===== src/rtl/dfu_pkg.sv =====
package dfu_pkg;
  typedef enum logic [2:0] {
    OP_NOP = 3'd0,
    OP_ALU = 3'd1,
    OP_LD  = 3'd2,
    OP_LDS = 3'd3,
    OP_CHK = 3'd4,
    OP_ST  = 3'd5,
    OP_BR  = 3'd6,
    OP_RSV = 3'd7
  } op_e;
endpackage


===== src/rtl/dfu_value_rf.sv =====
module dfu_value_rf #(
  parameter int NREG = 8,
  parameter int DW   = 16,
  localparam int IW  = $clog2(NREG)
) (
  input  logic          clk,
  input  logic          we,
  input  logic [IW-1:0] waddr,
  input  logic [DW-1:0] wdata,
  input  logic [IW-1:0] raddr_a,
  input  logic [IW-1:0] raddr_b,
  output logic [DW-1:0] rdata_a,
  output logic [DW-1:0] rdata_b
);
  // Plain memory without reset so it can map to distributed RAM.
  logic [DW-1:0] mem [NREG];

  always_ff @(posedge clk) begin
    if (we) mem[waddr] <= wdata;
  end

  assign rdata_a = mem[raddr_a];
  assign rdata_b = mem[raddr_b];
endmodule


===== src/rtl/dfu_tag_rf.sv =====
module dfu_tag_rf #(
  parameter int NREG = 8,
  localparam int IW  = $clog2(NREG)
) (
  input  logic          clk,
  input  logic          rst,
  input  logic          we,
  input  logic [IW-1:0] waddr,
  input  logic          wpoison,
  input  logic [IW-1:0] raddr_a,
  input  logic [IW-1:0] raddr_b,
  output logic          poison_a,
  output logic          poison_b,
  output logic          live_a,
  output logic          live_b
);
  logic [NREG-1:0] poison_q;
  logic [NREG-1:0] live_q;

  for (genvar g = 0; g < NREG; g++) begin : g_tag
    if (g == 0) begin : g_zero
      // Register 0 is hard-wired: never live, never poisoned.
      assign poison_q[g] = 1'b0;
      assign live_q[g]   = 1'b0;
    end else begin : g_reg
      always_ff @(posedge clk) begin
        if (rst) begin
          poison_q[g] <= 1'b0;
          live_q[g]   <= 1'b0;
        end else if (we && (waddr == IW'(g))) begin
          poison_q[g] <= wpoison;
          live_q[g]   <= 1'b1;
        end
      end
    end
  end

  assign poison_a = poison_q[raddr_a];
  assign poison_b = poison_q[raddr_b];
  assign live_a   = live_q[raddr_a];
  assign live_b   = live_q[raddr_b];
endmodule


===== src/rtl/dfu_resolve.sv =====
module dfu_resolve
  import dfu_pkg::*;
#(
  parameter int NREG = 8,
  parameter int DW   = 16,
  parameter int AW   = 16,
  localparam int IW  = $clog2(NREG)
) (
  input  logic          valid,
  input  op_e           op,
  input  logic [IW-1:0] src_a,
  input  logic [IW-1:0] src_b,
  input  logic [IW-1:0] dst,
  input  logic [AW-1:0] fix_tgt,
  input  logic [DW-1:0] val_a,
  input  logic [DW-1:0] val_b,
  input  logic          pois_a,
  input  logic          pois_b,
  input  logic [DW-1:0] ld_data,
  input  logic          ld_fault,
  output logic          wb_en,
  output logic [DW-1:0] wb_val,
  output logic          wb_pois,
  output logic          rd_en,
  output logic [AW-1:0] rd_tgt,
  output logic          tp_en,
  output logic [IW-1:0] tp_idx
);
  logic dst_live;
  assign dst_live = (dst != '0);

  always_comb begin
    wb_en   = 1'b0;
    wb_val  = '0;
    wb_pois = 1'b0;
    rd_en   = 1'b0;
    rd_tgt  = '0;
    tp_en   = 1'b0;
    tp_idx  = '0;
    if (valid) begin
      case (op)
        OP_ALU: begin
          wb_en   = dst_live;
          wb_val  = val_a + val_b;
          wb_pois = pois_a | pois_b;
        end
        OP_LDS: begin
          // Deferred fault: never traps, marks the destination instead.
          wb_en   = dst_live;
          wb_val  = ld_fault ? '0 : ld_data;
          wb_pois = ld_fault;
        end
        OP_LD: begin
          if (ld_fault) begin
            tp_en  = 1'b1;
            tp_idx = dst;
          end else begin
            wb_en  = dst_live;
            wb_val = ld_data;
          end
        end
        OP_CHK: begin
          if (pois_a) begin
            rd_en  = 1'b1;
            rd_tgt = fix_tgt;
          end
        end
        OP_ST: begin
          if (pois_a) begin
            tp_en  = 1'b1;
            tp_idx = src_a;
          end else if (pois_b) begin
            tp_en  = 1'b1;
            tp_idx = src_b;
          end
        end
        OP_BR: begin
          if (pois_a) begin
            tp_en  = 1'b1;
            tp_idx = src_a;
          end
        end
        default: ;
      endcase
    end
    if (!wb_en) begin
      wb_val  = '0;
      wb_pois = 1'b0;
    end
  end
endmodule


===== src/rtl/dfu_top.sv =====
module dfu_top
  import dfu_pkg::*;
#(
  parameter int NREG = 8,
  parameter int DW   = 16,
  parameter int AW   = 16,
  localparam int IW  = $clog2(NREG)
) (
  input  logic          clk,
  input  logic          rst,
  input  logic          in_valid,
  input  logic [2:0]    in_op,
  input  logic [IW-1:0] in_src_a,
  input  logic [IW-1:0] in_src_b,
  input  logic [IW-1:0] in_dst,
  input  logic [AW-1:0] in_fix_tgt,
  input  logic [DW-1:0] mem_data,
  input  logic          mem_fault,
  output logic          wb_valid,
  output logic [IW-1:0] wb_idx,
  output logic [DW-1:0] wb_data,
  output logic          wb_poison,
  output logic          redir_valid,
  output logic [AW-1:0] redir_tgt,
  output logic          trap_valid,
  output logic [IW-1:0] trap_idx
);
  logic [DW-1:0] raw_a, raw_b, val_a, val_b;
  logic          pois_a, pois_b, live_a, live_b;
  logic          n_wb_en, n_wb_pois, n_rd_en, n_tp_en;
  logic [DW-1:0] n_wb_val;
  logic [AW-1:0] n_rd_tgt;
  logic [IW-1:0] n_tp_idx;

  dfu_value_rf #(.NREG(NREG), .DW(DW)) u_vals (
    .clk     (clk),
    .we      (n_wb_en),
    .waddr   (in_dst),
    .wdata   (n_wb_val),
    .raddr_a (in_src_a),
    .raddr_b (in_src_b),
    .rdata_a (raw_a),
    .rdata_b (raw_b)
  );

  dfu_tag_rf #(.NREG(NREG)) u_tags (
    .clk      (clk),
    .rst      (rst),
    .we       (n_wb_en),
    .waddr    (in_dst),
    .wpoison  (n_wb_pois),
    .raddr_a  (in_src_a),
    .raddr_b  (in_src_b),
    .poison_a (pois_a),
    .poison_b (pois_b),
    .live_a   (live_a),
    .live_b   (live_b)
  );

  // Registers never written since reset read as zero.
  assign val_a = live_a ? raw_a : '0;
  assign val_b = live_b ? raw_b : '0;

  dfu_resolve #(.NREG(NREG), .DW(DW), .AW(AW)) u_res (
    .valid    (in_valid),
    .op       (op_e'(in_op)),
    .src_a    (in_src_a),
    .src_b    (in_src_b),
    .dst      (in_dst),
    .fix_tgt  (in_fix_tgt),
    .val_a    (val_a),
    .val_b    (val_b),
    .pois_a   (pois_a),
    .pois_b   (pois_b),
    .ld_data  (mem_data),
    .ld_fault (mem_fault),
    .wb_en    (n_wb_en),
    .wb_val   (n_wb_val),
    .wb_pois  (n_wb_pois),
    .rd_en    (n_rd_en),
    .rd_tgt   (n_rd_tgt),
    .tp_en    (n_tp_en),
    .tp_idx   (n_tp_idx)
  );

  always_ff @(posedge clk) begin
    if (rst) begin
      wb_valid    <= 1'b0;
      wb_idx      <= '0;
      wb_data     <= '0;
      wb_poison   <= 1'b0;
      redir_valid <= 1'b0;
      redir_tgt   <= '0;
      trap_valid  <= 1'b0;
      trap_idx    <= '0;
    end else begin
      wb_valid    <= n_wb_en;
      wb_idx      <= n_wb_en ? in_dst : '0;
      wb_data     <= n_wb_val;
      wb_poison   <= n_wb_pois;
      redir_valid <= n_rd_en;
      redir_tgt   <= n_rd_tgt;
      trap_valid  <= n_tp_en;
      trap_idx    <= n_tp_idx;
    end
  end
endmodule


===== config.mk =====
export PLATFORM = sky130hd
export DESIGN_NAME = dfu_top
export DESIGN_NICKNAME = d
export VERILOG_FILES = /design/src/rtl/dfu_pkg.sv /design/src/rtl/dfu_value_rf.sv /design/src/rtl/dfu_tag_rf.sv /design/src/rtl/dfu_resolve.sv /design/src/rtl/dfu_top.sv
export SDC_FILE = /design/constraint.sdc
export NUM_CORES = 1
export LEC_CHECK = 0
export BUFFER_PORTS_ARGS = -buffer_cell sky130_fd_sc_hd__buf_2
export CAP_MARGIN = 25
export CORE_MARGIN = 3
export CORE_UTILIZATION = 45
export CTS_CLUSTER_DIAMETER = 50
export CTS_CLUSTER_SIZE = 40
export DETAILED_ROUTE_END_ITERATION = 16
export PLACE_DENSITY_LB_ADDON = 0.08
export SETUP_SLACK_MARGIN = 0.2
export SLEW_MARGIN = 20
export SYNTH_ARGS = -nofsm -noshare
export SYNTH_HDL_FRONTEND = slang
export SYNTH_HIERARCHICAL = 1
export SYNTH_SLANG_ARGS = --single-unit
export TNS_END_PERCENT = 20

===== constraint.sdc =====
create_clock -name clk -period 4.25 [get_ports clk]
set_input_delay 0 -clock clk [delete_from_list [all_inputs] [get_ports clk]]
set_output_delay 0 -clock clk [all_outputs]
set_load 0.01 [all_outputs]

==> impl_metrics.env, run 1 <==
export IMPL_cp_start_kind="register"
export IMPL_power_clock_fraction=0.403
export IMPL_track_usage=0.216
export IMPL_slowest_stage="a221oi_2"
export IMPL_cap_viol_max_count=0
export IMPL_power_density_nw_per_um2=351
export IMPL_switching_share=0.254
export IMPL_overflow=0
export IMPL_port_buffers=89
export IMPL_dieArea_um2=22900
export IMPL_synth_area_top_cells="edfxtp_1, mux4_1, dfxtp_1, mux2_2, and2_1"
export IMPL_yosysSeqAreaShare=0.523
export IMPL_path_cells="mux2_1, a221oi_2, a221oi_2, and2_1, ha_1, inv_1, fa_1, nor2b_1, o2111ai_1, a21oi_2, a41oi_2, xnor2_1, a22o_1, nor2b_1"
export IMPL_synthCells=638
export IMPL_cts_resized_gates=0
export IMPL_multi_input_area_um2=4260
export IMPL_total_power_mw=3.86
export IMPL_clockBufferDepth=2
export IMPL_p_sw_mw=0.979
export IMPL_max_freq_ghz=0.279
export IMPL_ys_ff_latch=184
export IMPL_slew_headroom=0.418
export IMPL_combPwrFrac=0.100
export IMPL_p_int_mw=2.88
export IMPL_peakVddDrop_uv=287
export IMPL_vias_per_cell=5.76
export IMPL_drc_errors=0
export IMPL_io_pins=90
export IMPL_r2r_slack_ns=0.67
export IMPL_final_util=0.537
export IMPL_wl_per_cell_um=23.0
export IMPL_grt_pass1_wl_um=36500
export IMPL_worst_ep_required_time_ns=4.54
export IMPL_p_leak_nw=4.34
export IMPL_fp_dieW_um=151
export IMPL_clkLatencyLatePin_ns=0.43
export IMPL_min_period_over_period=0.842
export IMPL_hpwlAfterDp_um=15100
export IMPL_syn2layout_area_growth_pct=15.9
export IMPL_top_usage_layer="met2"
export IMPL_endpoint_kind="register"
export IMPL_cp_arrival_ns=3.87
export IMPL_synth_top_cell_by_area="edfxtp_1"
export IMPL_gp_congestion=0.857
export IMPL_drtIter0Drc=447
export IMPL_drv_slew=0
export IMPL_avgSynthCellArea_um2=14.9
export IMPL_grt_max_degree=57
export IMPL_cts_tree="built"
export IMPL_wl_um=23800
export IMPL_cts_sinks=184
export IMPL_critPathKind="reg2reg"
export IMPL_hold_buffers=20
export IMPL_ys_warn_count=6
export IMPL_cpPeakStageDelay_ns=0.45
export IMPL_fin_nets=816
export IMPL_tns_ns=0
export IMPL_synth_top_area_share=0.405
export IMPL_rows=52
export IMPL_dr_pass1_iters=5
export IMPL_grt_pass1_vias=6036
export IMPL_hold_violations=0
export IMPL_synth_edf_count=128
export IMPL_regArea_um2=4960
export IMPL_start_util=0.463
export IMPL_outcome="finished clean"
export IMPL_drive_above_1_share=0.275
export IMPL_htree_levels=4
export IMPL_diodes=0
export IMPL_core_area_um2=20500
export IMPL_die_h_um=151
export IMPL_cts_buffers=17
export IMPL_grt_use_met3=0.0377
export IMPL_use_met2=0.354
export IMPL_grt_setup_unrepaired="false"
export IMPL_num_vias=5963
export IMPL_syn_num_nets=702
export IMPL_syn_area_um2=9490
export IMPL_synthArstFlopShare=0
export IMPL_min_period_ns=3.58
export IMPL_synth_cell_types=64
export IMPL_final_setup_viol_count=0
export IMPL_path_clk_slew_ns=0.08
export IMPL_nFillCells=1706
export IMPL_ys_flop_type="edfxtp_1"
export IMPL_ant_nets=0
export IMPL_crit_fanout=9
export IMPL_yosysMostFrequentCell="edfxtp_1"
export IMPL_synth_top_cells_by_count="edfxtp_1, dfxtp_1, mux4_1, and2_1, nor2b_1"
export IMPL_post_cts_setup_buffers=0
export IMPL_cts_root_buf="clkbuf_16"
export IMPL_grt_antenna_before_repair=0
export IMPL_finClkSkew_ns=0.0138
export IMPL_hold_path_class="in2reg"
export IMPL_tightestPinTransition_ns=0.868
export IMPL_seq_power_share=0.497
export IMPL_use_met1=0.305
==> metal layers <==
layer	up-vias	wire length, µm
li1	2739	-
met1	3092	10600
met2	122	12000
met3	10	997
met4	0	177
met5	-	0
==> placed cells by master, fill, tap and decap left out, types with 12 or more instances in the layout <==
master         synthesis  final
a22oi_1               12     12
edfxtp_1             128    128
mux4_1                56     56
nor2b_1               44     44
dfxtp_1               56     56
nand2_1               14     14
dlygate4sd3_1          0     20
nor2_1                41     41
ha_1                  15     15
mux2i_1               16     16
a21oi_1               20     20
clkbuf_16              0     17
mux2_2                32     32
and2_1                51     51
buf_4                  6     22
buf_2                  4     89
==> power by group through the flow <==
stage	sequential [mW]	combinational [mW]	clock [mW]
after floorplan	1.96	0.255	0
after global placement	1.96	0.364	0
after detailed placement	1.96	0.369	0
after CTS	1.92	0.387	1.59
after global routing	1.92	0.417	1.66
final	1.92	0.384	1.56
==> critical path, delay by kind of cell (launching register included) <==
kind,cells,cell delay [ns]
buffers and inverters,1,0.06
DFF,1,0.36
xor gates and xnor gates,1,0.15
AOI/OAI and AO/OA,6,1.50
and+or+nand+nor,3,0.57
adders and majority gates,2,0.59
muxes,1,0.20
==> logic make-up (layout without fill, tap and decap cells) <==
logic type      Yosys count  after routing  share of synthesized area
buf+inv                  47            174                     0.0284
flops                   184            184                      0.523
xor+xnor                 15             15                     0.0138
mux                     116            116                      0.234
simple gates            181            181                      0.110
fa+ha+maj                16             16                     0.0219
compound gates           79             79                     0.0679
==> final timing paths <==
path | from | endpoint | cells past startpoint
max | u_tags/live_q[5]$_SDFFE_PP0P_ | wb_data[14]$_SDFF_PP0_ | 14
min reg2reg | u_tags/live_q[5]$_SDFFE_PP0P_ | u_tags/live_q[5]$_SDFFE_PP0P_ | 2
max reg2reg | u_tags/live_q[5]$_SDFFE_PP0P_ | wb_data[14]$_SDFF_PP0_ | 14
min | in_op[2] | trap_valid$_SDFF_PP0_ | 4
==> cell type report <==
| cell class | count | share of cell area |
|---|---|---|
| clock buffers | 17 | 0.0387 |
| clock inverters | 15 | 0.0142 |
| inverters | 11 | 0.00375 |
| multi-input cells | 407 | 0.388 |
| flip-flops and latches | 184 | 0.451 |
| well taps | 270 | 0.0307 |
| repair buffers | 131 | 0.0737 |
==> stage by stage <==
stage | worst slack (ns) | cell area (µm²) | cells | hold WS (ns)
floorplan | 1.26 | 9490 | 638 | 0.0691
global placement | 0.405 | 10200 | 983 | 0.307
detailed placement | 0.353 | 10200 | 983 | 0.315
CTS | 0.580 | 11000 | 1035 | 0.00367
global route | 0.357 | 11000 | 1035 | 0.0497
finish | 0.670 | 11000 | 1035 | 0.0171
==> registers in the layout, summed over array words and instances, names as in the netlist <==
register,count
redir_tgt,16
wb_data,16
wb_idx,3
trap_idx,3
u_tags/poison_q,7
u_vals/mem,128
u_tags/live_q,7
trap_valid,1
redir_valid,1
wb_valid,1
wb_poison,1
(Power assumes the default switching activity.)
==> run 2: changes to the inputs <==
--- a/config.mk
+++ b/config.mk
@@ -5,6 +5,7 @@
 export SDC_FILE = /design/constraint.sdc
 export NUM_CORES = 1
 export LEC_CHECK = 0
+export ABC_AREA = 1
 export BUFFER_PORTS_ARGS = -buffer_cell sky130_fd_sc_hd__buf_2
 export CAP_MARGIN = 25
 export CORE_MARGIN = 3
==> constraint.sdc (replaced) <==
create_clock -name clk -period 3.4 [get_ports clk]
set_input_delay 0 -clock clk [delete_from_list [all_inputs] [get_ports clk]]
set_output_delay 0 -clock clk [all_outputs]
set_load 0.01 [all_outputs]
==> impl_metrics.env, run 2 <==
export IMPL_synth_edf_count=128
export IMPL_cts_sinks=184
export IMPL_synthAdderAreaFrac=0.0191
export IMPL_cp_start_kind="register"
export IMPL_largest_register_ffs=128
export IMPL_tightestPinTransition_ns=0.896
export IMPL_gp_congestion=0.949
export IMPL_peakVddDrop_uv=263
export IMPL_clockBufferDepth=2
export IMPL_start_util=0.460
export IMPL_yosysSeqAreaShare=0.457
export IMPL_slew_headroom=0.401
export IMPL_syn_num_nets=1597
export IMPL_num_vias=9742
export IMPL_path_cells="inv_1, nand2_1, nand3_1, nand2_1, nand2_1, nand2_1, buf_4, nand2_1, inv_1, ha_1, or2_1, nand3_1, nand2_1, nand2_1, nand2_1, nand2_1, nand3_1, a21oi_2"
export IMPL_cp_arrival_ns=3.15
export IMPL_synthSimpleGateAreaFrac=0.348
export IMPL_min_period_over_period=0.878
export IMPL_syn2layout_area_growth_pct=14.3
export IMPL_layout_common_cells="nand2_1, inv_1, nand3_1"
export IMPL_synth_xor_area_frac=0.000806
export IMPL_ant_nets=0
export IMPL_grt_antenna_before_repair=0
export IMPL_dieArea_um2=26100
export IMPL_vias_per_cell=4.96
export IMPL_outcome="finished clean"
export IMPL_synthArstFlopShare=0
export IMPL_core_area_um2=23600
export IMPL_ys_warn_count=6
export IMPL_die_h_um=161
export IMPL_worst_ep_required_time_ns=3.56
export IMPL_syn_area_um2=10900
export IMPL_hold_path_class="in2reg"
export IMPL_dr_pass1_iters=6
export IMPL_endpoint_kind="register"
export IMPL_fp_dieW_um=161
export IMPL_fin_nets=1698
export IMPL_tns_ns=0
export IMPL_cts_root_buf="clkbuf_16"
export IMPL_slowest_stage="a21oi_2"
export IMPL_track_usage=0.245
export IMPL_cp_top_family="simple AND/OR/NAND/NOR gates"
export IMPL_drc_errors=0
export IMPL_synth_top_family_by_area="simple AND/OR/NAND/NOR gates"
export IMPL_synth_top_cells_by_count="nand2_1, inv_1, nand3_1, edfxtp_1, nor2_1"
export IMPL_layout_commonest_cell="nand2_1"
export IMPL_yosysMostFrequentCell="nand2_1"
export IMPL_htree_levels=4
export IMPL_ys_flop_type="edfxtp_1"
export IMPL_p_leak_nw=6.49
export IMPL_clkLatencyLatePin_ns=0.43
export IMPL_rows=56
export IMPL_reg_top3="u_vals/mem x128, redir_tgt x16, wb_data x16"
export IMPL_grt_setup_unrepaired="true"
export IMPL_critPathKind="reg2reg"
export IMPL_synth_compound_area_share=0.0261
export IMPL_wl_um=31400
export IMPL_drive_above_1_share=0.127
export IMPL_muxShareOfSynthArea=0
export IMPL_synthCells=1533
export IMPL_finClkSkew_ns=0.0122
export IMPL_cap_viol_max_count=0
export IMPL_hold_violations=0
export IMPL_path_buf_inv=3
export IMPL_critical_path_most_common_cell="nand2_1"
export IMPL_final_setup_viol_count=0
export IMPL_power_density_nw_per_um2=403
export IMPL_synth_top_area_share=0.354
export IMPL_regMostFlops="u_vals/mem"
export IMPL_io_pins=90
export IMPL_grt_pass1_wl_um=49900
export IMPL_overflow=0
export IMPL_synth_cell_types=34
export IMPL_synth_area_top_cells="edfxtp_1, nand2_1, inv_1, dfxtp_1, nand3_1"
export IMPL_grt_pass1_vias=9365
export IMPL_port_buffers=89
export IMPL_grt_max_degree=39
export IMPL_min_period_ns=2.98
export IMPL_crit_fanout=9
export IMPL_cts_tree="built"
export IMPL_path_clk_slew_ns=0.07
export IMPL_post_cts_setup_buffers=0
export IMPL_max_freq_ghz=0.335
export IMPL_ys_ff_latch=184
export IMPL_final_util=0.526
export IMPL_diodes=0
export IMPL_avgSynthCellArea_um2=7.09
export IMPL_cts_buffers=17
export IMPL_cpPeakStageDelay_ns=0.45
export IMPL_hpwlAfterDp_um=20700
export IMPL_drv_slew=0
export IMPL_synth_top_cell_by_area="edfxtp_1"
export IMPL_total_power_mw=5.00
export IMPL_wl_per_cell_um=16.0
export IMPL_drtIter0Drc=884
## run 2: cell count changes in the layout (fill, tap and decap cells not counted), moves of 10 or more
cell,previous run,this run
mux2i_1,16,0
nand2_1,14,617
nor2b_1,44,0
mux2_2,32,0
nor2_2,0,23
inv_1,11,299
a21oi_2,1,12
mux4_1,56,0
xnor2_1,10,0
nor2_1,41,79
nand3_1,1,175
and2_1,51,1
## run 2: worst reg2reg max path, cell delays in order (launching register included)
cell and delay, ns:
dfxtp_1 0.30, inv_1 0.12, nand2_1 0.07, nand3_1 0.09, nand2_1 0.05, nand2_1 0.05
nand2_1 0.09, buf_4 0.18, nand2_1 0.06, inv_1 0.04, ha_1 0.34, or2_1 0.28
nand3_1 0.09, nand2_1 0.12, nand2_1 0.15, nand2_1 0.08, nand2_1 0.06, nand3_1 0.08
a21oi_2 0.45
## run 2: kinds of logic (layout without fill, tap and decap cells)
group	count (synthesis)	after routing
DFF	184	184
adders and majority gates	16	16
buffers and inverters	368	482
xor gates and xnor gates	1	1
and+or+nand+nor	919	919
AOI/OAI and AO/OA	45	45
## run 2: through the flow
| stage | instance area (µm²) | cells | worst slack [ns] | hold WS, ns |
|---|---|---|---|---|
| floorplan | 10900 | 1533 | 0.965 | 0.112 |
| global placement | 11600 | 1913 | 0.337 | 0.278 |
| CTS | 12400 | 1966 | 0.308 | 0.0258 |
| detailed placement | 11600 | 1913 | 0.307 | 0.287 |
| finish | 12400 | 1966 | 0.416 | 0.0302 |
| global route | 12400 | 1966 | 0.138 | 0.0537 |
## run 2: area by class of cell
class | instances | area [µm²]
inverter | 305 | 1140
clock buffer | 20 | 489
timing repair buffer | 145 | 981
tap | 319 | 399
fill | 2330 | 11200
clock inverter | 12 | 118
sequential | 184 | 4960
multi-input combinational | 981 | 4330
## run 2: what timing repair did
item | 4_1_cts | 5_1_grt
endpoints found under the hold margin | 37 | 0
endpoints found under the setup margin | 0 | 72
gates resized for setup | 0 | 2
hold buffers | 21 | 0
## run 2: final timing paths
kind	startpoint	endpoint	slack, ns	depth (start not counted)
max reg2reg	u_tags/live_q[7]$_SDFFE_PP0P_	u_vals/mem[1][13]$_DFFE_PP_	0.42	18
max	u_tags/live_q[7]$_SDFFE_PP0P_	u_vals/mem[1][13]$_DFFE_PP_	0.42	18
min reg2reg	u_tags/poison_q[3]$_SDFFE_PP0P_	u_tags/poison_q[3]$_SDFFE_PP0P_	0.47	2
min	mem_data[10]	wb_data[10]$_SDFF_PP0_	0.03	5
## run 2: where the power goes
group / switching, mW / internal [mW]
Clock: 0.950 / 1.08
Combinational: 0.390 / 0.195
Sequential: 0.00435 / 2.39
## run 2: metal layers
layer  GRT usage  vias up  wire [µm]
li1            -     4853          -
met1       0.327     4494      13800
met2       0.407      359      14700
met3      0.0472       36       2270
met4      0.0755        0        627
met5           0        -          0
